File: src/rtl/msi_pkg.sv
package msi_pkg;
  localparam logic [31:0] HI_VALID_MASK = 32'h9F77FFFF;
  localparam logic [31:0] GUEST_CLEAR   = 32'hFFFC0FFF;
  localparam int HART_W  = 14;
  localparam int GUEST_W = 6;
  localparam int IDENT_W = 11;

  typedef struct packed {
    logic [HART_W-1:0]  hart;
    logic [GUEST_W-1:0] guest;
    logic [IDENT_W-1:0] ident;
  } msg_t;
endpackage

File: src/rtl/msi_cfg_regs.sv
module msi_cfg_regs #(
  parameter int NUM_SRC  = 8,
  parameter int AW       = 6,
  parameter int TGT_BASE = 32
) (
  input  logic                  clk,
  input  logic                  rst_n,
  input  logic                  we,
  input  logic [AW-1:0]         addr,
  input  logic [31:0]           wdata,
  input  logic                  gen_take,
  output logic [31:0]           base_lo,
  output logic [31:0]           base_hi,
  output logic [31:0]           gen_word,
  output logic                  gen_req,
  output logic [NUM_SRC*32-1:0] tgt_flat,
  output logic [31:0]           rdata
);
  import msi_pkg::*;

  logic [31:0] lo_q, hi_q, gen_q;
  logic        gen_v;
  logic [31:0] tgt_q [NUM_SRC];
  logic        locked;

  assign locked = hi_q[31];

  always_ff @(posedge clk) begin
    if (!rst_n) begin
      lo_q  <= '0;
      hi_q  <= '0;
      gen_q <= '0;
      gen_v <= 1'b0;
    end else begin
      if (we && addr == AW'(0) && !locked) lo_q <= wdata;
      if (we && addr == AW'(1) && !locked) hi_q <= wdata & HI_VALID_MASK;
      if (we && addr == AW'(2)) begin
        gen_q <= wdata & GUEST_CLEAR;
        gen_v <= 1'b1;
      end else if (gen_take) begin
        gen_v <= 1'b0;
      end
    end
  end

  for (genvar s = 0; s < NUM_SRC; s++) begin : g_tgt
    always_ff @(posedge clk) begin
      if (!rst_n) tgt_q[s] <= '0;
      else if (we && addr == AW'(TGT_BASE + s)) tgt_q[s] <= wdata;
    end
    assign tgt_flat[s*32 +: 32] = tgt_q[s];
  end

  always_comb begin
    rdata = '0;
    if (addr == AW'(0)) rdata = lo_q;
    else if (addr == AW'(1)) rdata = hi_q;
    else if (addr == AW'(2)) rdata = gen_q;
    for (int s = 0; s < NUM_SRC; s++) begin
      if (addr == AW'(TGT_BASE + s)) rdata = tgt_q[s];
    end
  end

  assign base_lo  = lo_q;
  assign base_hi  = hi_q;
  assign gen_word = gen_q;
  assign gen_req  = gen_v;
endmodule

File: src/rtl/msi_addr_calc.sv
module msi_addr_calc (
  input  logic [31:0] base_lo,
  input  logic [31:0] base_hi,
  input  logic [13:0] hart,
  input  logic [5:0]  guest,
  output logic [63:0] addr
);
  logic [4:0]  grp_shift;
  logic [2:0]  hrt_shift;
  logic [2:0]  grp_width;
  logic [3:0]  hrt_width;
  logic [63:0] grp_v, hrt_v, gst_v, ppn;

  always_comb begin
    grp_shift = base_hi[28:24];
    hrt_shift = base_hi[22:20];
    grp_width = base_hi[18:16];
    hrt_width = base_hi[15:12];
    grp_v = ({50'd0, hart} >> hrt_width) & ((64'd1 << grp_width) - 64'd1);
    hrt_v = {50'd0, hart} & ((64'd1 << hrt_width) - 64'd1);
    gst_v = {58'd0, guest} & ((64'd1 << hrt_shift) - 64'd1);
    ppn   = {20'd0, base_hi[11:0], base_lo}
          | (grp_v << (6'd12 + {1'b0, grp_shift}))
          | (hrt_v << hrt_shift)
          | gst_v;
    addr  = {ppn[51:0], 12'd0};
  end
endmodule

File: src/rtl/msi_src_pick.sv
module msi_src_pick #(
  parameter int N = 8,
  localparam int IW = (N > 1) ? $clog2(N) : 1
) (
  input  logic [N-1:0]  qual,
  output logic          hit,
  output logic [IW-1:0] idx,
  output logic [N-1:0]  onehot
);
  always_comb begin
    idx = '0;
    for (int i = N - 1; i >= 0; i--) begin
      if (qual[i]) idx = IW'(i);
    end
    hit    = |qual;
    onehot = hit ? (N'(1) << idx) : '0;
  end
endmodule

File: src/rtl/msi_addr_gen.sv
module msi_addr_gen #(
  parameter int NUM_SRC       = 8,
  parameter int MACHINE_LEVEL = 0,
  parameter int AW            = 6,
  parameter int TGT_BASE      = 32
) (
  input  logic               clk,
  input  logic               rst_n,
  input  logic               dom_en,
  input  logic [NUM_SRC-1:0] src_en,
  input  logic [NUM_SRC-1:0] src_pend,
  output logic [NUM_SRC-1:0] pend_clr,
  input  logic               cfg_we,
  input  logic [AW-1:0]      cfg_addr,
  input  logic [31:0]        cfg_wdata,
  output logic [31:0]        cfg_rdata,
  output logic               req_valid,
  input  logic               req_ready,
  output logic [63:0]        req_addr,
  output logic [31:0]        req_data
);
  import msi_pkg::*;
  localparam int IW = (NUM_SRC > 1) ? $clog2(NUM_SRC) : 1;

  logic [31:0]           cfg_lo, cfg_hi, gen_word;
  logic                  gen_req, gen_take;
  logic [NUM_SRC*32-1:0] tgt_flat;
  logic [NUM_SRC-1:0]    qual, sel_oh;
  logic                  sel_hit;
  logic [IW-1:0]         sel_idx;
  logic [31:0]           tgt_sel;
  msg_t                  msg;
  logic [63:0]           calc_addr;
  logic                  load;

  msi_cfg_regs #(.NUM_SRC(NUM_SRC), .AW(AW), .TGT_BASE(TGT_BASE)) regs_i (
    .clk(clk), .rst_n(rst_n), .we(cfg_we), .addr(cfg_addr), .wdata(cfg_wdata),
    .gen_take(gen_take), .base_lo(cfg_lo), .base_hi(cfg_hi), .gen_word(gen_word),
    .gen_req(gen_req), .tgt_flat(tgt_flat), .rdata(cfg_rdata)
  );

  assign qual = {NUM_SRC{dom_en}} & src_en & src_pend & ~NUM_SRC'(1);

  msi_src_pick #(.N(NUM_SRC)) pick_i (
    .qual(qual), .hit(sel_hit), .idx(sel_idx), .onehot(sel_oh)
  );

  assign tgt_sel = tgt_flat[sel_idx*32 +: 32];

  always_comb begin
    if (gen_req) begin
      msg.hart  = gen_word[31:18];
      msg.guest = '0;
      msg.ident = gen_word[10:0];
    end else begin
      msg.hart  = tgt_sel[31:18];
      msg.guest = (MACHINE_LEVEL != 0) ? '0 : tgt_sel[17:12];
      msg.ident = tgt_sel[10:0];
    end
  end

  msi_addr_calc calc_i (
    .base_lo(cfg_lo), .base_hi(cfg_hi), .hart(msg.hart), .guest(msg.guest),
    .addr(calc_addr)
  );

  assign load     = !req_valid && (gen_req || sel_hit);
  assign gen_take = load && gen_req;
  assign pend_clr = (load && !gen_req) ? sel_oh : '0;

  always_ff @(posedge clk) begin
    if (!rst_n) begin
      req_valid <= 1'b0;
      req_addr  <= '0;
      req_data  <= '0;
    end else if (load) begin
      req_valid <= 1'b1;
      req_addr  <= calc_addr;
      req_data  <= {21'd0, msg.ident};
    end else if (req_ready) begin
      req_valid <= 1'b0;
    end
  end
endmodule

File: config.mk
export PLATFORM = sky130hd
export DESIGN_NAME = msi_addr_gen
export DESIGN_NICKNAME = d
export VERILOG_FILES = /design/src/rtl/msi_pkg.sv /design/src/rtl/msi_cfg_regs.sv /design/src/rtl/msi_addr_calc.sv /design/src/rtl/msi_src_pick.sv /design/src/rtl/msi_addr_gen.sv
export SDC_FILE = /design/constraint.sdc
export NUM_CORES = 1
export LEC_CHECK = 0
export CORE_ASPECT_RATIO = 0.9
export CORE_UTILIZATION = 45
export DETAILED_ROUTE_END_ITERATION = 10
export PLACE_DENSITY = 0.73
export SYNTH_ARGS = -nofsm -noshare
export SYNTH_HDL_FRONTEND = slang
export SYNTH_SLANG_ARGS = --single-unit
File: constraint.sdc
create_clock -name clk -period 4 [get_ports clk]
set_input_delay 0.6 -clock clk [delete_from_list [all_inputs] [get_ports clk]]
set_output_delay 0.6 -clock clk [all_outputs]
set_load 0.1 [all_outputs]
; ---- After elaboration in Yosys (flattened, before gate mapping)
; Memories as Yosys holds them, arrays and structs flattened.
; Cells that the tools add are included.
[totals]
elab_cells = 128
latchBits = 0
romBits = 0
mem_count = 1
ramBits = 256
reg_bits = 151
[memory_table]
columns = memory, depth, width, rd, rd_clocked_by_memory_dff, write_ports, line_no
row1 = regs_i.tgt_q, 8, 32, 8, 0, 8, msi_cfg_regs.sv:23  ; logic [31:0] tgt_q [NUM_SRC];
[op_classes]
n_mux = 58
shift = 8
div = 0
eq_ne = 10
n_lt_le_gt_ge = 0
n_bitwise = 16
n_addsub = 4
reduce_logical = 24
n_mul = 0
[ops]
columns = cell, count
row1 = 2-to-1 mux 32 bit, 19
row2 = indexed part select 256 x 9 -> 32 bit, 1
row3 = subtractor 64 x 1 -> 64 bit (second input constant), 2
row4 = OR 52 bit, 2
row5 = AND 14 x 64 -> 64 bit, 1
row6 = AND 64 bit, 1
row7 = left shift 1 x 3 -> 64 bit (first input constant), 1
row8 = left shift 1 x 4 -> 64 bit (first input constant), 1
row9 = left shift 64 x 3 -> 52 bit, 1
row10 = left shift 64 x 6 -> 52 bit, 1
row11 = right shift 14 x 4 -> 64 bit, 1
row12 = AND 6 x 52 -> 52 bit, 1
row13 = OR 44 x 52 -> 52 bit, 1
row14 = left shift 1 x 3 -> 52 bit (first input constant), 1
row15 = subtractor 52 x 1 -> 52 bit (second input constant), 1
row16 = == test 6 bit (second input constant), 8
row17 = 2-to-1 mux 31 bit, 1
row18 = 2-to-1 mux 1 bit, 29
row19 = 2-to-1 mux 3 bit, 7
row20 = AND 8 bit, 2
row21 = logical AND 1 bit, 16
row22 = 2-to-1 mux 8 bit, 2
row23 = OR 1 bit, 8
row24 = left shift 1 x 3 -> 8 bit (first input constant), 1
row25 = 8 further kinds, 11

; ---- Logic depth before layout (Yosys ltp)
[depth]
depth_word = 17
ltp_mapped = 17
depth_no_buf = 16

; ---- Cells and area by module
; A second synthesis with hierarchy kept.
[hier_totals]
cells_unflattened = 2613
area_unflattened_um2 = 24957.7
[by_module_without_submodules]
columns = module, cells_each, seq_area_each_um2, n_inst, area_each_um2
row1 = msi_cfg_regs, 1452, 9429.0, 1, 16221.8
row2 = msi_addr_gen, 610, 1521.5, 1, 5151.2
row3 = msi_addr_calc, 526, 0.0, 1, 3443.3
row4 = msi_src_pick, 25, 0.0, 1, 141.4

; ---- Worst setup path after synthesis
; Ideal clock, no wire load.
[synth_path]
kind = in2out
start = in src_pend[3]
end = out pend_clr[2]
slack_ps = -596
stages = 8
t_required_ps = 3400
arrival_time_ps = 3996
path_buffers = 4
path_cell_list = a22o_1 a31oi_1 buf_4 nor2_1 clkbuf_1 clkbuf_1 buf_1 nor3_1
[synth_via]
elab_chain_cells = 7
elab_cells_between_ends = 11
cone_classes = shift (1) / mux (5) / bitwise (1) / reduce/logical (4)
[synth_lines]
columns = item, line_no
row1 = "start, declared", msi_addr_gen.sv:11  ; input logic [NUM_SRC-1:0] src_pend,
row2 = AND 8 bit *, msi_addr_gen.sv:42  ; assign qual = {NUM_SRC{dom_en}} & src_en & src_pend & ~NUM_SRC'(1);
row3 = 2-to-1 mux 3 bit (3 in a row), msi_src_pick.sv:13  ; if (qual[i]) idx = IW'(i);
row4 = left shift 1 x 3 -> 8 bit, msi_src_pick.sv:16  ; onehot = hit ? (N'(1) << idx) : '0;
row5 = 2-to-1 mux 8 bit, msi_src_pick.sv:16
row6 = 2-to-1 mux 8 bit *, msi_addr_gen.sv:69  ; assign pend_clr = (load && !gen_req) ? sel_oh : '0;
row7 = "end, declared", msi_addr_gen.sv:12  ; output logic [NUM_SRC-1:0] pend_clr,
; Mark *: on every way between the ends. The rest lies on a longest branch, timed or not.

; ---- Worst setup path in the final report
[layout_path]
start = in src_en[6]
end = reg req_addr[22]
[layout_via]
elab_chain_cells = 16
elab_cells_between_ends = 21
cone_classes = shift (4) / mux (7) / bitwise (7) / reduce/logical (3)
[layout_lines]
columns = item, line_no
row1 = "start, declared", msi_addr_gen.sv:10  ; input logic [NUM_SRC-1:0] src_en,
row2 = AND 8 bit * (2 in a row), msi_addr_gen.sv:42
row3 = 2-to-1 mux 3 bit (6 in a row), msi_src_pick.sv:13
row4 = indexed part select 256 x 9 -> 32 bit, msi_addr_gen.sv:48  ; assign tgt_sel = tgt_flat[sel_idx*32 +: 32];
row5 = 2-to-1 mux 31 bit, msi_addr_gen.sv:51  ; if (gen_req) begin
row6 = right shift 14 x 4 -> 64 bit, msi_addr_calc.sv:19  ; grp_v = ({50'd0, hart} >> hrt_width) & ((64'd1 << grp_width) - 64'd1);
row7 = AND 64 bit, msi_addr_calc.sv:19
row8 = left shift 64 x 6 -> 52 bit, msi_addr_calc.sv:23  ; | (grp_v << (6'd12 + {1'b0, grp_shift}))
row9 = OR 44 x 52 -> 52 bit, msi_addr_calc.sv:23
row10 = OR 52 bit, msi_addr_calc.sv:24  ; | (hrt_v << hrt_shift)
row11 = OR 52 bit, msi_addr_calc.sv:25  ; | gst_v;
row12 = "end signal, assigned", msi_addr_gen.sv:78  ; req_addr <= calc_addr;
row13 = "end, declared", msi_addr_gen.sv:19  ; output logic [63:0] req_addr,
; Marked as above.
; A chain may end at the register's enable or synchronous reset.

==> results.toml <==
[outcome]
outcome = "complete, no violations"

[power_and_ir_drop]
p_leak_nw = 10.6
ir_worst_vdd_uv = 322
p_total_mw = 11.2
pwr_density_cell_nw_per_um2 = 381

[timing]
finClkSkew_ns = 0.0259
fmax_mhz = 253
min_period_ns = 3.96
slew_viol_final = 0
hold_violations = 0
min_period_over_period_pct = 98.9
setup_viol = 0
maxSlewHeadroom_pct = 25.9
fin_hold_ws_ns = 0.466
worst_slew_pin_slew_ns = 1.11

[grt]
grt_max_degree = 88
grt_pass1_vias = 21400
grt_antenna_before_repair = 0
grt_pass1_wl_um = 149000
gr-usage-all-layers_pct = 39.9
grt-ovfl-total = 0

[setup_path]
worst-setup-path-type = "primary input to register"
crit_path_max_fanout = 7
reg2regPathDepth = 15
cp.arrival_ns = 4.42
startpoint_type = "primary input"
worstPathRequired_ns = 4.46
critPathCaptureType = "register"

[floorplan]
core_area_um2 = 49300
die_h_um = 215
io-pin-count = 196
row_count = 77
initial_core_util_pct = 45.8
die_w_um = 238
dieArea_um2 = 51100

[synth]
synthArstFlopShare_pct = 0
syn_area_per_cell_um2 = 9.11
syn_inst = 2479
syn_area_um2 = 22600
synth_top_area_share_pct = 34.0
ys_seq_area_share_pct = 47.4
synth_top_area_cell = "edfxtp_1"
ys.warnings.count = 0
synth-seq-cells = 407
synth.distinct_cells = 88
ys.flop_type = "edfxtp_1"
synth.area.top_cells = "edfxtp_1 34%, dfxtp_1 13%, and2_1 7.4%"
synth-edff-count = 256
synth_most_common_cell = "nand2_1"
yosys-top-cells-count = "344 x nand2_1, 266 x and2_1, 256 x edfxtp_1, 200 x a21oi_1, 181 x clkbuf_1"

[worst_hold_path]
whs_path_depth = 2
min_path_type = "register to register"

[clock_tree]
clockRootBuffer = "clkbuf_16"
htree_levels = 2
cts_tree = "done"
cts.hold.buffers_added = 0
clk_latency_ns = 0.60
clkTransAtPathRegs_ns = 0.06
cts_inserted_buffers = 45
cts_buffer_depth = 3
cts_sinks = 407

[cells_and_area]
stdcell_count = 3512
syn2layout_area_growth_pct = 30.1
finish.utilization_pct = 59.6
drive_above_1_share_pct = 20.5
n_antenna_cell = 0
multi_input_area_um2 = 11500
fillers = 4291
fin_nets = 2868
seq_area_um2 = 10700

[place]
portBuffers = 159
gp_congestion = 1.06
dp.cells = 3412
dp_hpwl_um = 75600

[routing]
drt_iter0_drc = 3726
wire_per_inst_um = 29.8
via_per_inst = 6.59
ant_nets = 0
drt-pass1-iter-count = 6
routed_wl_um = 105000
num_vias = 23100
route.detailed.drc = 0

[flow_run]
cap_violations = 0
==> power by group <==
part           switching, mW  total (mW)  internal (mW)
Combinational           1.40        2.03          0.630
Sequential             0.140        4.78           4.64
Clock                   1.85        4.39           2.54
Total                   3.39        11.2           7.81
==> metal layers <==
layer  GRT usage (%)  up-vias  share of wire, %  routed length [um]
met1            56.5    11400                41               42700
met5               0        -                 0                   0
met2            58.7     1699                43               44700
met4            16.1        0               4.5                4710
met3            9.22      258                12               12500
li1                -     9802                 -                   -
==> state kept, by name, summed over array words and instances, names as in the netlist <==
register,cells
regs_i.base_lo,32
req_valid,1
req_addr,52
regs_i.gen_word,26
regs_i.base_hi,28
regs_i.tgt_q,256
regs_i.gen_req,1
req_data,11
==> per-stage QoR <==
| step | TNS, ns | setup WS [ns] | cell area, um^2 |
|---|---|---|---|
| final | 0 | 0.0449 | 29400 |
| after global routing | -0.0820 | -0.0315 | 29400 |
| after CTS | -0.157 | -0.0500 | 28800 |
| after detailed placement | -31.58 | -0.821 | 27200 |
| after global placement | -31.90 | -1.13 | 27200 |
| after floorplan | 0 | 0.259 | 22700 |
==> area by class of cell <==
class	instances	area share [%]
Multi-Input combinational cell	1844	39.1
Sequential cell	407	36.4
Inverter	17	0.221
Tap cell	671	2.86
Clock buffer	57	4.12
Clock inverter	25	1.06
Timing Repair Buffer	491	16.2
==> placed cells by master, fill, tap and decap left out, types with 9 or more instances in the layout <==
cell / netlist / final
a211oi_1: 31 / 26
a21oi_1: 200 / 189
a21oi_2: 1 / 10
a221oi_1: 74 / 72
a22o_1: 27 / 25
a22oi_1: 49 / 48
a311oi_1: 17 / 9
a31oi_1: 41 / 39
and2_1: 266 / 266
and3_1: 25 / 25
buf_12: 0 / 59
buf_4: 38 / 305
clkbuf_16: 0 / 45
clkdlybuf4s50_1: 0 / 105
clkinv_1: 4 / 11
conb_1: 1 / 34
dfxtp_1: 151 / 151
dlymetal6s2s_1: 0 / 12
edfxtp_1: 256 / 256
inv_1: 12 / 12
mux2i_1: 55 / 54
nand2_1: 344 / 340
nand3_1: 129 / 126
nand4_1: 14 / 14
nor2_1: 161 / 147
nor2_2: 1 / 10
nor3_1: 47 / 34
nor3_2: 0 / 13
o211ai_1: 30 / 30
o21ai_0: 73 / 70
o21ai_1: 13 / 14
o221ai_1: 19 / 18
o22ai_1: 20 / 19
or3_1: 9 / 9
==> worst max-delay path, cell delays in order <==
cell	delay, ns
clkdlybuf4s50_1	0.55
nand2_2	0.11
a31oi_2	0.22
buf_6	0.17
o211a_1	0.24
nor2_2	0.08
buf_4	0.17
o211ai_1	0.26
o22ai_2	0.16
or4_1	0.50
o311a_1	0.16
buf_4	0.17
a221oi_2	0.27
buf_4	0.24
a311oi_2	0.06
buf_4	0.16
o21ai_4	0.18
a21oi_1	0.09
==> logic make-up after synthesis <==
group / Yosys count / share of synthesized area, %
buf+inv: 261 / 5.03
simple gates: 1036 / 22.2
xor+xnor: 3 / 0.116
compound gates: 698 / 21.5
fa+ha+maj: 3 / 0.166
mux: 70 / 3.53
other cells: 1 / 0.0166
flops: 407 / 47.4
==> worst paths after layout <==
path / start / end / slack (ns)
max: src_en[6] / req_addr[22]$_SDFFE_PN0P_ / 0.04
min: regs_i.gen_word[11]$_SDFFE_PN0P_ / regs_i.gen_word[11]$_SDFFE_PN0P_ / 0.47
max reg2reg: regs_i.base_hi[14]$_SDFFE_PN0P_ / req_addr[24]$_SDFFE_PN0P_ / 0.10
min reg2reg: regs_i.gen_word[11]$_SDFFE_PN0P_ / regs_i.gen_word[11]$_SDFFE_PN0P_ / 0.47
==> repair_timing <==
action,CTS,global route
endpoints found under the setup margin,35,52
pin swaps,4,29
gates resized for setup,17,99
gates cloned,0,1
buffers inserted,3,14
Power figures use the tool's default switching activity.
